File: src/rtl/qdec_pkg.sv
package qdec_pkg;
  typedef enum logic [1:0] {
    RES_X1  = 2'd0,
    RES_X2  = 2'd1,
    RES_X4  = 2'd2,
    RES_X4B = 2'd3
  } res_e;

  // Map the {B,A} Gray state to its position along the forward cycle.
  function automatic logic [1:0] phase_idx(input logic [1:0] ba);
    return {ba[1], ba[1] ^ ba[0]};
  endfunction
endpackage

File: src/rtl/qdec_sync.sv
module qdec_sync #(
  parameter int W      = 2,
  parameter int STAGES = 2
) (
  input  logic         clk,
  input  logic         rst_n,
  input  logic [W-1:0] d_i,
  output logic [W-1:0] q_o
);
  logic [W-1:0] stage_q [STAGES];

  for (genvar g = 0; g < STAGES; g++) begin : g_stage
    if (g == 0) begin : g_first
      always_ff @(posedge clk or negedge rst_n)
        if (!rst_n) stage_q[g] <= '0;
        else        stage_q[g] <= d_i;
    end else begin : g_next
      always_ff @(posedge clk or negedge rst_n)
        if (!rst_n) stage_q[g] <= '0;
        else        stage_q[g] <= stage_q[g-1];
    end
  end

  assign q_o = stage_q[STAGES-1];
endmodule

File: src/rtl/qdec_step.sv
module qdec_step
  import qdec_pkg::*;
(
  input  logic       clk,
  input  logic       rst_n,
  input  logic       smp_en,
  input  logic [1:0] ba_i,
  input  logic [1:0] mode_i,
  output logic       move_o,
  output logic       up_o,
  output logic       cnt_o,
  output logic       bad_o
);
  logic [1:0] prev_q;
  logic       primed_q;
  logic [1:0] delta;
  logic       live, a_chg, a_rise;

  always_ff @(posedge clk or negedge rst_n)
    if (!rst_n) begin
      prev_q   <= 2'b00;
      primed_q <= 1'b0;
    end else if (smp_en) begin
      prev_q   <= ba_i;
      primed_q <= 1'b1;
    end

  always_comb begin
    delta  = phase_idx(ba_i) - phase_idx(prev_q);
    live   = smp_en && primed_q;
    move_o = live && (delta == 2'd1 || delta == 2'd3);
    up_o   = (delta == 2'd1);
    bad_o  = live && (delta == 2'd2);
    a_chg  = ba_i[0] ^ prev_q[0];
    a_rise = ba_i[0] & ~prev_q[0];
    case (res_e'(mode_i))
      RES_X1:  cnt_o = move_o && a_rise;
      RES_X2:  cnt_o = move_o && a_chg;
      default: cnt_o = move_o;
    endcase
  end

  // nothing is decoded before the first reference sample.
  p_prime_r12: assert property (@(posedge clk) disable iff (!rst_n)
    !primed_q |-> !move_o && !bad_o);
endmodule

File: src/rtl/qdec_count.sv
module qdec_count #(
  parameter int POS_W = 32
) (
  input  logic             clk,
  input  logic             rst_n,
  input  logic             move_i,
  input  logic             up_i,
  input  logic             cnt_i,
  input  logic             bad_i,
  input  logic             pos_clr,
  input  logic             err_clr,
  output logic [POS_W-1:0] position,
  output logic             dir_fwd,
  output logic             err_flag,
  output logic             evt_valid,
  output logic             evt_up
);
  localparam logic [POS_W-1:0] ONE = POS_W'(1);

  always_ff @(posedge clk or negedge rst_n)
    if (!rst_n) begin
      position  <= '0;
      dir_fwd   <= 1'b1;
      err_flag  <= 1'b0;
      evt_valid <= 1'b0;
      evt_up    <= 1'b1;
    end else begin
      if (move_i) dir_fwd <= up_i;
      if (bad_i)        err_flag <= 1'b1;
      else if (err_clr) err_flag <= 1'b0;
      if (pos_clr) begin
        position  <= '0;
        evt_valid <= 1'b0;
      end else begin
        evt_valid <= cnt_i;
        if (cnt_i) begin
          evt_up   <= up_i;
          position <= up_i ? position + ONE : position - ONE;
        end
      end
    end

  p_evt_up_r10: assert property (@(posedge clk) disable iff (!rst_n)
    evt_valid && evt_up |-> position == $past(position) + ONE);
  p_evt_dn_r11: assert property (@(posedge clk) disable iff (!rst_n)
    evt_valid && !evt_up |-> position == $past(position) - ONE);
  p_hold_r3: assert property (@(posedge clk) disable iff (!rst_n)
    !cnt_i && !pos_clr |=> $stable(position) && !evt_valid);
  p_bad_r7: assert property (@(posedge clk) disable iff (!rst_n)
    bad_i |=> err_flag && !evt_valid && $stable(dir_fwd));
  p_sticky_r8: assert property (@(posedge clk) disable iff (!rst_n)
    err_flag && !err_clr |=> err_flag);
endmodule

File: src/rtl/quad_decoder.sv
module quad_decoder #(
  parameter int POS_W       = 32,
  parameter int SYNC_STAGES = 2
) (
  input  logic             clk,
  input  logic             rst_n,
  input  logic             smp_en,
  input  logic             ph_a,
  input  logic             ph_b,
  input  logic [1:0]       mode,
  input  logic             pos_clr,
  input  logic             err_clr,
  output logic [POS_W-1:0] position,
  output logic             dir_fwd,
  output logic             err_flag,
  output logic             evt_valid,
  output logic             evt_up
);
  logic [1:0] ba_s;
  logic move, up, cnt, bad;

  qdec_sync #(.W(2), .STAGES(SYNC_STAGES)) u_sync (
    .clk(clk), .rst_n(rst_n), .d_i({ph_b, ph_a}), .q_o(ba_s));

  qdec_step u_step (
    .clk(clk), .rst_n(rst_n), .smp_en(smp_en), .ba_i(ba_s), .mode_i(mode),
    .move_o(move), .up_o(up), .cnt_o(cnt), .bad_o(bad));

  qdec_count #(.POS_W(POS_W)) u_count (
    .clk(clk), .rst_n(rst_n), .move_i(move), .up_i(up), .cnt_i(cnt),
    .bad_i(bad), .pos_clr(pos_clr), .err_clr(err_clr), .position(position),
    .dir_fwd(dir_fwd), .err_flag(err_flag), .evt_valid(evt_valid),
    .evt_up(evt_up));

  p_clr_r9: assert property (@(posedge clk) disable iff (!rst_n)
    pos_clr |=> position == '0 && !evt_valid);
endmodule

File: config.mk
export PLATFORM = sky130hd
export DESIGN_NAME = quad_decoder
export DESIGN_NICKNAME = d
export VERILOG_FILES = /design/src/rtl/qdec_pkg.sv /design/src/rtl/qdec_sync.sv /design/src/rtl/qdec_step.sv /design/src/rtl/qdec_count.sv /design/src/rtl/quad_decoder.sv
export SDC_FILE = /design/constraint.sdc
export NUM_CORES = 1
export LEC_CHECK = 0
export CORE_MARGIN = 3
export CORE_UTILIZATION = 60
export DETAILED_ROUTE_END_ITERATION = 16
export DONT_BUFFER_PORTS = 1
export PLACE_DENSITY = 0.81
export SLEW_MARGIN = 20
export SYNTH_ARGS = -nofsm -noshare
export SYNTH_HDL_FRONTEND = slang
export SYNTH_SLANG_ARGS = --single-unit
File: constraint.sdc
create_clock -name clk -period 10.85 [get_ports clk]
set_input_delay 1.6275 -clock clk [delete_from_list [all_inputs] [get_ports clk]]
set_output_delay 1.6275 -clock clk [all_outputs]
set_load 0.05 [all_outputs]
==> implementation parameters, run 1 <==
Parameter                              Value

Logic synthesis
  Synthesized net count ... 458
  Post-synth EDFFs ... 0
  FFs w/ async S/R, synth ... 100%
  Number of warnings printed during yosys synthesis ... 0
  Cell area after technology mapping ... 0.00350 mm²
  Dominant register cell in the synthesized netlist ... sky130_fd_sc_hd__dfrtp_1
  Portion of synthesized cell area occupied by the leading cell type ... 29.3%
  Post-Synthesis Mean Instance Area ... 8.57 µm²
  Number of distinct library cells after synthesis ... 56
  Synthesized instance count ... 409
  Number of storage elements in the synthesis netlist ... 43
  Biggest area contributors in the synthesized netlist ... sky130_fd_sc_hd__dfrtp_1, sky130_fd_sc_hd__ha_1, sky130_fd_sc_hd__a21oi_1, sky130_fd_sc_hd__nand2_1, sky130_fd_sc_hd__xnor2_1
  Sequential share of the synthesized area ... 30.8%
  Cell type with the highest aggregate area in the netlist ... sky130_fd_sc_hd__dfrtp_1

Timing
  Clock Skew ... 0.00990 ns
  Fin Setup TNS ... 0 ns
  Pins Over Slew Limit ... 0
  Maximum clock rate ... 0.269 GHz
  Max-slew headroom at the worst pin ... 56.2%
  Setup-failing EPs final ... 0
  Worst hold slack across all endpoints ... 0.381 ns
  Min cycle time layout ... 3.72 ns
  Worst-Margin Slew ... 0.656 ns
  Setup repair after global routing missed its margin ... no
  Number of hold violations in the final report ... 0
  Fraction of the cycle the final worst path needs ... 34.3%

Route
  DRC errors left ... 0
  Initial DRC Count ... 183
  Count of vias placed by the detailed router ... 3020
  Number of optimization iterations in the first detailed-route pass ... 4
  Via count normalized by instance count ... 6.33
  Per-cell routed wire length ... 16.8 µm
  Routed Wire Length ... 8020 µm
  ANT nets after route ... 0

CTS
  Post-CTS Setup Bufs ... 0
  Clock tree from TritonCTS ... built
  TritonCTS sink count ... 43
  CTS Buf Count ... 5
  Hold-fix buffers, CTS ... 0
  Resized cells post-CTS ... 0
  Clk buf depth ... 2
  Clock root buffer ... sky130_fd_sc_hd__clkbuf_8
  H-Tree Level Count ... 2
  Clock insertion delay at the later pin of the skew report ... 0.31 ns
  Clock transition at the registers of the reported paths ... 0.09 ns

Power
  Internal power ... 0.000561 W
  Switch share ... 54.1%
  Proportion of power drawn by combinational gates ... 61.4%
  Pwr Density ... 336 mW/mm²
  Static Leakage ... 1.71 nW
  Peak VDD IR ... 0.175 mV
  Proportion of power drawn by the clock network ... 8.6%
  Net switching power figure ... 0.000660 W
  Sequential cell fraction of total power ... 29.9%

Critical path
  Critical path buffer and inverter count ... 1
  Type of element capturing the critical path ... flop
  Series of cell instances along the critical path ... xor2_1 -> ha_1 -> xnor2_1 -> nand2b_1 -> buf_4 -> ha_1 -> a21oi_1 -> o21ai_0 -> a31o_2 -> o2111a_1 -> o211ai_1 -> nand3_1 -> a21oi_1 -> mux2_1
  Kind of start point of the critical path ... flop
  Data arrival time of the critical path ... 3.91 ns
  Class of the most critical setup path ... flop to flop
  Critical-path top delay cell ... sky130_fd_sc_hd__ha_1
  Max incr delay on CP ... 0.43 ns
  Register-to-register setup slack ... 7.13 ns
  Top fanout value on the critical path ... 41
  Data required time at the worst endpoint ... 11.04 ns
  Cell class contributing the biggest share of worst-path delay ... compound AO/OA/AOI/OAI gates

Floorplanning
  Number of placement rows ... 27
  Ports placed on the boundary ... 45
  Starting utilization of the core area ... 62.9%
  Die W ... 82.4 µm
  Vertical die dimension ... 82.4 µm
  Die area ... 0.00679 mm²
  Area of the core ... 0.00557 mm²

Finish
  Final instance area ... 0.00364 mm²
  Number of nets in the layout ... 453
  Filler cells ... 467
  Final core area utilization ... 65.2%
  Count of antenna diodes in the layout ... 0
  Fraction of layout cells with a size suffix above 1 ... 6.91%
  Most frequent standard cell in the layout excluding fill and tap cells ... sky130_fd_sc_hd__nand2_1
  P&R area growth vs syn ... 3.79%
  Most used cells in the layout excluding fill and tap cells ... sky130_fd_sc_hd__nand2_1, sky130_fd_sc_hd__a21oi_1, sky130_fd_sc_hd__dfrtp_1

Placed design
  Placed Area ... 0.00355 mm²
  Estimated wirelength of the detail-placed design ... 5660 µm
  Placer Congestion ... 0.901
  Count of input and output buffers ... 0

GRT
  Largest net degree at the start of global routing ... 44
  First-pass GRT wire length ... 13000 µm
  Via count of the first global-routing pass ... 2771
  Overall track demand over capacity in global routing ... 24.5%
  Global-route congestion overflow total ... 0
  Antenna violations before repair ... 0

Job
  Max Cap Violations ... 0

Outcome
  Result of the run ... complete, no violations

Worst hold path
  Min-Delay Path Class ... flop to flop
[metrics by stage]
stage | power, W | std cells | worst slack [ns]
floorplan | 0.000974 | 409 | 6.83
global placement | 0.00109 | 469 | 7.31
detailed placement | 0.00110 | 469 | 7.17
CTS | 0.00121 | 477 | 7.15
global route | 0.00132 | 477 | 6.85
finish | 0.00122 | 477 | 7.13
[state kept, by name (all words and copies together), names as in the netlist]
name	cells
u_step.prev_q	2
u_count.err_flag	1
u_sync.q_o	2
u_count.evt_valid	1
u_count.dir_fwd	1
u_sync.stage_q	2
u_step.primed_q	1
u_count.position	32
u_count.evt_up	1
[kinds of logic (layout without fill, tap and decap cells)]
| family | count (synthesis) | count (layout) | synth area share, % |
|---|---|---|---|
| xor+xnor | 28 | 28 | 7.00 |
| compound gates | 136 | 136 | 25.0 |
| flops | 43 | 43 | 30.8 |
| buf+inv | 21 | 17 | 2.57 |
| simple gates | 138 | 138 | 19.1 |
| fa+ha+maj | 40 | 40 | 14.5 |
| mux | 3 | 3 | 0.964 |
[power groups by stage]
stage          combinational (W)  sequential, W  clock, W
3_3_place_gp            0.000722       0.000370         0
2_1_floorplan           0.000616       0.000358         0
4_1_cts                 0.000737       0.000367  0.000109
6_report                0.000750       0.000365  0.000106
5_1_grt                 0.000829       0.000373  0.000116
3_5_place_dp            0.000728       0.000371         0
[area by class of cell]
type | instances | area, µm² | area share, %
Sequential cell | 43 | 1080 | 29.7
Tap cell | 72 | 90.1 | 2.48
Multi-Input combinational cell | 345 | 2340 | 64.3
Timing Repair Buffer | 2 | 15.0 | 0.413
Clock buffer | 5 | 68.8 | 1.89
Clock inverter | 3 | 20.0 | 0.551
Inverter | 7 | 26.3 | 0.723
[layer usage]
layer  wire length [µm]  global-route usage [%]  up-vias
li1                   -                       -     1483
met1               3730                    34.9     1416
met2               3600                    36.7      108
met3                590                    5.64       13
met4                110                    7.14        0
met5                  0                       0        -
[cell usage after synthesis, types with 4 or more instances]
master and instances:
sky130_fd_sc_hd__nor3_1 5, sky130_fd_sc_hd__a31oi_1 4, sky130_fd_sc_hd__xor2_1 10, sky130_fd_sc_hd__inv_1 7
sky130_fd_sc_hd__dfrtp_1 41, sky130_fd_sc_hd__o211ai_1 5, sky130_fd_sc_hd__xnor2_1 18, sky130_fd_sc_hd__nand3_1 9
sky130_fd_sc_hd__o21ai_0 20, sky130_fd_sc_hd__a21oi_1 51, sky130_fd_sc_hd__and3_1 4, sky130_fd_sc_hd__ha_1 39
sky130_fd_sc_hd__a21o_1 19, sky130_fd_sc_hd__o21ai_1 5, sky130_fd_sc_hd__nor2_1 28, sky130_fd_sc_hd__nand3b_1 7
sky130_fd_sc_hd__a21oi_2 4, sky130_fd_sc_hd__nand2_1 58, sky130_fd_sc_hd__nor2b_1 7, sky130_fd_sc_hd__a211oi_1 7
sky130_fd_sc_hd__clkbuf_1 12
[worst paths after layout]
| path | from | endpoint | cells after the start |
|---|---|---|---|
| setup / recovery | u_step.prev_q[1] | u_count.position[31] | 14 |
| setup reg to reg | u_step.prev_q[1] | u_count.position[31] | 14 |
| min in group asynchronous | rst_n | u_count.position[5] | 0 |
| hold / removal | u_sync.stage_q[2] | u_sync.q_o[0] | 0 |
| max in group asynchronous | rst_n | u_count.evt_up | 0 |
| hold reg to reg | u_sync.stage_q[2] | u_sync.q_o[0] | 0 |
Note: power is estimated with default switching activity, not from simulation.
==> inputs of run 2 (changes only) <==
Settings changed: ABC_AREA from default to 1.
Clock period 10.85 ns to 3.65 ns, I/O delays scaled along.
==> implementation parameters, run 2 <==
Parameter                              Value

Outcome
  Result of the run ... complete, no violations

GRT
  Largest net degree at the start of global routing ... 42
  First-pass GRT wire length ... 17200 µm
  Via count of the first global-routing pass ... 3637
  Overall track demand over capacity in global routing ... 28.3%
  Global-route congestion overflow total ... 0
  Antenna violations before repair ... 0

Logic synthesis
  Number of warnings printed during yosys synthesis ... 0
  Dominant register cell in the synthesized netlist ... sky130_fd_sc_hd__dfrtp_1
  Biggest area contributors in the synthesized netlist ... sky130_fd_sc_hd__nand2_1, sky130_fd_sc_hd__dfrtp_1, sky130_fd_sc_hd__ha_1, sky130_fd_sc_hd__inv_1, sky130_fd_sc_hd__nand3_1
  Post-Synthesis Mean Instance Area ... 6.12 µm²
  Cell area after technology mapping ... 0.00411 mm²
  Synthesized net count ... 720
  Post-synth EDFFs ... 0
  Number of distinct library cells after synthesis ... 33
  Sequential share of the synthesized area ... 26.3%
  Synthesized instance count ... 671
  FFs w/ async S/R, synth ... 100%
  Number of storage elements in the synthesis netlist ... 43
  Portion of synthesized cell area occupied by the leading cell type ... 25.8%
  List of most frequent post-synthesis cells ... sky130_fd_sc_hd__nand2_1, sky130_fd_sc_hd__inv_1, sky130_fd_sc_hd__dfrtp_1
  Cell type with the highest aggregate area in the netlist ... sky130_fd_sc_hd__nand2_1
  Library cell with the highest instance count after synthesis ... sky130_fd_sc_hd__nand2_1

Critical path
  Reg2reg start ... u_sync.q_o[1]
  Critical path buffer and inverter count ... 1
  Top fanout value on the critical path ... 40
  Logic depth of the worst path, buffers included ... 16
  Series of cell instances along the critical path ... xnor2_1 -> ha_1 -> nand3b_1 -> nand2_1 -> nand2_1 -> buf_12 -> ha_1 -> nor2_1 -> a21oi_1 -> nand3_1 -> nand3_1 -> nand2_1 -> nand2_1 -> nand2_1 -> nand3_1 -> nand2_1
  Worst Reg-to-Reg Cells ... 16
  Class of the most critical setup path ... flop to flop
  Data arrival time of the critical path ... 3.17 ns
  Max incr delay on CP ... 0.43 ns
  Launching instance or port of the critical path ... u_sync.q_o[1]
  Cell class contributing the biggest share of worst-path delay ... simple AND/OR/NAND/NOR gates
  Type of element capturing the critical path ... flop
  Kind of start point of the critical path ... flop
  Data required time at the worst endpoint ... 3.85 ns
  Most frequent cell on the critical path ... sky130_fd_sc_hd__nand2_1
  Critical-path top delay cell ... sky130_fd_sc_hd__ha_1

Power
  Net switching power figure ... 0.00215 W
  Proportion of power drawn by the clock network ... 8.9%
  Pwr Density ... 834 mW/mm²
  Peak VDD IR ... 0.493 mV
  Internal power ... 0.00143 W
  Proportion of power drawn by combinational gates ... 62.4%
  Sequential cell fraction of total power ... 28.6%
  Switch share ... 60.0%
  Static Leakage ... 2.62 nW

Placed design
  Count of input and output buffers ... 0
  Placer Congestion ... 0.983
  Estimated wirelength of the detail-placed design ... 7980 µm

Route
  Count of vias placed by the detailed router ... 3951
  Number of optimization iterations in the first detailed-route pass ... 5
  Initial DRC Count ... 202
  ANT nets after route ... 0
  Routed Wire Length ... 10400 µm
  Per-cell routed wire length ... 13.8 µm
  DRC errors left ... 0
  Via count normalized by instance count ... 5.25

Timing
  Fin Setup TNS ... 0 ns
  Pins Over Slew Limit ... 0
  Maximum clock rate ... 0.337 GHz
  Clock Skew ... 0.0143 ns
  Fraction of the cycle the final worst path needs ... 81.4%
  Setup-failing EPs final ... 0
  Setup repair after global routing missed its margin ... no
  Max-slew headroom at the worst pin ... 58.0%
  Min cycle time layout ... 2.97 ns
  Worst-Margin Slew ... 0.630 ns
  Number of hold violations in the final report ... 0

Worst hold path
  Min-Delay Path Class ... input pin to async pin

Finish
  Number of nets in the layout ... 724
  P&R area growth vs syn ... 4.66%
  Most used cells in the layout excluding fill and tap cells ... sky130_fd_sc_hd__nand2_1, sky130_fd_sc_hd__inv_1, sky130_fd_sc_hd__dfrtp_1
  Filler cells ... 625
  Final core area utilization ... 66.2%
  Count of antenna diodes in the layout ... 0
  Most flops, register ... u_count.position
  Flip-flop count of the largest register, all copies and words added ... 32
  Fraction of layout cells with a size suffix above 1 ... 6.66%
  Most frequent standard cell in the layout excluding fill and tap cells ... sky130_fd_sc_hd__nand2_1

CTS
  Clock insertion delay at the later pin of the skew report ... 0.31 ns
  Clock tree from TritonCTS ... built
  CTS Buf Count ... 5
  TritonCTS sink count ... 43
  Clk buf depth ... 2
  Clock transition at the registers of the reported paths ... 0.10 ns
  Resized cells post-CTS ... 0
  Clock root buffer ... sky130_fd_sc_hd__clkbuf_8
  H-Tree Level Count ... 2

Floorplanning
  Number of placement rows ... 29
  Ports placed on the boundary ... 45
  Starting utilization of the core area ... 63.2%
  Die area ... 0.00787 mm²
  Vertical die dimension ... 88.7 µm
  Die W ... 88.7 µm
  Area of the core ... 0.00649 mm²

Job
  Max Cap Violations ... 0
[run 2: changes by cell type after synthesis, sizes merged, moves of 18 or more]
cell / before / now
inv: 7 / 118
a21oi: 55 / 31
nand2: 58 / 295
nor2: 28 / 50
a21o: 19 / 1
nand3: 9 / 38
[run 2: final cells by class]
| cell class | instances | area (µm²) | share of cell area (%) |
|---|---|---|---|
| multi-input cells | 504 | 2530 | 58.9 |
| flip-flops and latches | 43 | 1080 | 25.1 |
| inverters | 118 | 445 | 10.4 |
| well taps | 77 | 96.3 | 2.24 |
| clock buffers | 5 | 68.8 | 1.60 |
| repair buffers | 3 | 55.1 | 1.28 |
| clock inverters | 3 | 20.0 | 0.466 |
[run 2: timing repair]
item                      in CTS  in global routing
hold endpoints to repair      41                  0
setup buffers                  0                  0
hold buffers                   1                  0
[run 2: final timing paths]
| check | endpoint | slack, ns |
|---|---|---|
| worst max-delay path | u_count.position[19] | 0.68 |
| worst min-delay path | u_count.position[7] | 0.07 |
| worst max register to register | u_count.position[19] | 0.68 |
| worst min register to register | u_sync.q_o[0] | 0.38 |
| max in group asynchronous | u_count.position[31] | 3.37 |
| min in group clk | u_sync.stage_q[2] | 0.26 |
[run 2: power groups by stage]
| stage | sequential, W | combinational [W] | clock (W) |
|---|---|---|---|
| finish | 0.00103 | 0.00224 | 0.000320 |
| global route | 0.00104 | 0.00258 | 0.000349 |
| CTS | 0.00103 | 0.00222 | 0.000331 |
| detailed placement | 0.00104 | 0.00219 | 0 |
| global placement | 0.00103 | 0.00217 | 0 |
| floorplan | 0.000997 | 0.00174 | 0 |
[run 2: cell families after synthesis]
kind of cell / after synthesis / synth area share, %
buffers and inverters: 124 / 12.0
and+or+nand+nor: 398 / 40.3
DFF: 43 / 26.3
xor gates and xnor gates: 6 / 1.28
adders and majority gates: 40 / 12.4
AOI/OAI and AO/OA: 60 / 7.77
[run 2: per-stage QoR]
stage / cell area, µm² / hold WS (ns) / setup slack, ns / power, W / std cells
after CTS: 4300 / 0.0686 / 0.692 / 0.00357 / 753
after global routing: 4300 / 0.0512 / 0.453 / 0.00397 / 753
after global placement: 4180 / 0.253 / 0.774 / 0.00320 / 744
after floorplan: 4110 / 0.252 / 0.466 / 0.00273 / 671
after detailed placement: 4180 / 0.253 / 0.703 / 0.00323 / 744
final: 4300 / 0.0657 / 0.679 / 0.00358 / 753
[run 2: per-layer routing]
layer	vias up	wire length, µm	GRT usage (%)
met2	104	4620	46.9
met3	11	656	4.56
li1	2076	-	-
met4	0	117	6.18
met5	-	0	0
met1	1760	5020	38.8
==> inputs of run 3 (changes only) <==
Clock period 3.65 ns to 2.75 ns, I/O delays scaled along.
==> implementation parameters, run 3 (synthesis results as in run 2) <==
Parameter                              Value

Timing
  Slack of the critical path ... -0.279 ns
  Setup repair after global routing missed its margin ... yes
  Clock Skew ... 0.0188 ns
  Fraction of the cycle the final worst path needs ... 110%
  Pins Over Slew Limit ... 0
  Worst-Margin Slew ... 0.728 ns
  Maximum clock rate ... 0.330 GHz
  Setup-failing EPs final ... 26
  Max-slew headroom at the worst pin ... 51.5%
  Min cycle time layout ... 3.03 ns
  Worst hold slack across all endpoints ... 0.134 ns
  Number of hold violations in the final report ... 0

Placed design
  Placer Congestion ... 0.983
  Worst setup slack after placement ... -0.117 ns
  Count of input and output buffers ... 0
  Estimated wirelength of the detail-placed design ... 8510 µm

GRT
  Via count of the first global-routing pass ... 3903
  Overall track demand over capacity in global routing ... 29.5%
  Antenna violations before repair ... 0
  First-pass GRT wire length ... 18100 µm
  Global-route congestion overflow total ... 0
  Largest net degree at the start of global routing ... 44

Finish
  Most flops, register ... u_count.position
  Fraction of layout cells with a size suffix above 1 ... 34.6%
  Most used cells in the layout excluding fill and tap cells ... sky130_fd_sc_hd__nand2_1, sky130_fd_sc_hd__inv_1, sky130_fd_sc_hd__nand2_2
  Number of nets in the layout ... 770
  Count of antenna diodes in the layout ... 0
  Filler cells ... 322
  P&R area growth vs syn ... 39.6%
  Flip-flop count of the largest register, all copies and words added ... 32
  Most frequent standard cell in the layout excluding fill and tap cells ... sky130_fd_sc_hd__nand2_1

CTS
  Clock transition at the registers of the reported paths ... 0.09 ns
  CTS Buf Count ... 5
  Clock tree from TritonCTS ... built
  Clock root buffer ... sky130_fd_sc_hd__clkbuf_8
  Clock insertion delay at the later pin of the skew report ... 0.31 ns
  TritonCTS sink count ... 43
  Clk buf depth ... 2
  H-Tree Level Count ... 2

Critical path
  Type of element capturing the critical path ... flop
  Critical-path top delay cell ... sky130_fd_sc_hd__dfrtp_1
  Max incr delay on CP ... 0.44 ns
  Cell class contributing the biggest share of worst-path delay ... simple AND/OR/NAND/NOR gates
  Critical path buffer and inverter count ... 2
  Kind of start point of the critical path ... flop
  Class of the most critical setup path ... flop to flop
  Most frequent cell on the critical path ... sky130_fd_sc_hd__nand2_1
  Series of cell instances along the critical path ... xnor2_1 -> ha_2 -> nand3b_1 -> nand2_4 -> nand2_8 -> buf_12 -> ha_1 -> nand2_1 -> a21oi_2 -> nand3_2 -> nand3_4 -> buf_6 -> a21oi_1 -> o21ai_1 -> nand2_1
  Data required time at the worst endpoint ... 2.94 ns
  Data arrival time of the critical path ... 3.22 ns
  Top fanout value on the critical path ... 6

Floorplanning
  Starting utilization of the core area ... 63.2%
  Vertical die dimension ... 88.7 µm
  Die area ... 0.00787 mm²
  Ports placed on the boundary ... 45
  Number of placement rows ... 29
  Area of the core ... 0.00649 mm²
  Die W ... 88.7 µm

Route
  Initial DRC Count ... 639
  Count of vias placed by the detailed router ... 4950
  Routed Wire Length ... 16300 µm
  Number of optimization iterations in the first detailed-route pass ... 5
  DRC errors left ... 0
  Per-cell routed wire length ... 20.3 µm
  ANT nets after route ... 0
  Via count normalized by instance count ... 6.20

Power
  Static Leakage ... 3.04 nW
  Pwr Density ... 1250 mW/mm²
  Peak VDD IR ... 0.742 mV

Outcome
  Violations in the final reports ... setup timing
  Result of the run ... finished, violations left

Worst hold path
  Min-Delay Path Class ... input pin to flop

Job
  Max Cap Violations ... 0
==> run 3: cell type report <==
class                           count  area [µm²]  share of cell area, %
Inverter                          118         448                   7.81
Sequential cell                    43        1080                   18.8
Clock buffer                        5        68.8                   1.20
Tap cell                           77        96.3                   1.68
Timing Repair Buffer               48         487                   8.49
Clock inverter                      3        43.8                  0.764
Multi-Input combinational cell    505        3510                   61.2
==> run 3: worst reg2reg max path: stages (launching register included) <==
cell and delay, ns:
sky130_fd_sc_hd__dfrtp_1 0.44, sky130_fd_sc_hd__xnor2_1 0.15, sky130_fd_sc_hd__ha_2 0.19, sky130_fd_sc_hd__nand3b_1 0.24, sky130_fd_sc_hd__nand2_4 0.21, sky130_fd_sc_hd__nand2_8 0.13
sky130_fd_sc_hd__buf_12 0.17, sky130_fd_sc_hd__ha_1 0.31, sky130_fd_sc_hd__nand2_1 0.14, sky130_fd_sc_hd__a21oi_2 0.29, sky130_fd_sc_hd__nand3_2 0.18, sky130_fd_sc_hd__nand3_4 0.13
sky130_fd_sc_hd__buf_6 0.11, sky130_fd_sc_hd__a21oi_1 0.06, sky130_fd_sc_hd__o21ai_1 0.10, sky130_fd_sc_hd__nand2_1 0.06
==> run 3: through the flow <==
stage	cell area, µm²	total power [W]	std cells	setup TNS [ns]	util (%)
final	5730	0.00718	799	-3.09	88.2
after global routing	5730	0.00755	799	-5.38	88.2
after CTS	4750	0.00531	785	-0.0116	73.2
after detailed placement	4430	0.00458	774	-1.44	68.1
after global placement	4430	0.00451	774	-0.247	68.1
after floorplan	4110	0.00364	671	0	-
==> run 3: final timing paths <==
| kind | endpoint | cells past startpoint | slack (ns) | startpoint |
|---|---|---|---|---|
| setup / recovery | u_count.position[11] | 15 | -0.28 | u_sync.q_o[1] |
| hold / removal | u_sync.stage_q[3] | 0 | 0.13 | ph_b |
| setup reg to reg | u_count.position[11] | 15 | -0.28 | u_sync.q_o[1] |
| hold reg to reg | u_sync.q_o[1] | 0 | 0.37 | u_sync.stage_q[3] |
| max in group asynchronous | u_count.dir_fwd | 2 | 1.80 | rst_n |
| min in group asynchronous | u_count.position[19] | 2 | 0.68 | rst_n |
==> run 3: power by group <==
group          total, W  leakage, nW  switching [W]  internal [W]
registers       0.00134        0.562       0.000573      0.000762
logic           0.00531         2.42        0.00326       0.00205
clock network  0.000532       0.0581       0.000261      0.000271
total           0.00718         3.04        0.00410       0.00308
==> run 3: routing by layer <==
metal	GRT usage [%]	part of all wire, %	vias to the layer above
met5	0	0	-
met4	6.87	7.1	0
met3	4.66	10	130
met2	50.5	46	405
met1	38.9	37	2251
li1	-	-	2164
==> run 3: what timing repair did <==
| action | CTS | global route |
|---|---|---|
| resized for setup | 27 | 193 |
| setup buffers | 1 | 11 |
| hold buffers | 2 | 0 |
| endpoints found under the hold margin | 43 | 0 |
| gates cloned | 0 | 3 |
| setup endpoints to repair | 21 | 25 |
| pin swaps | 2 | 44 |
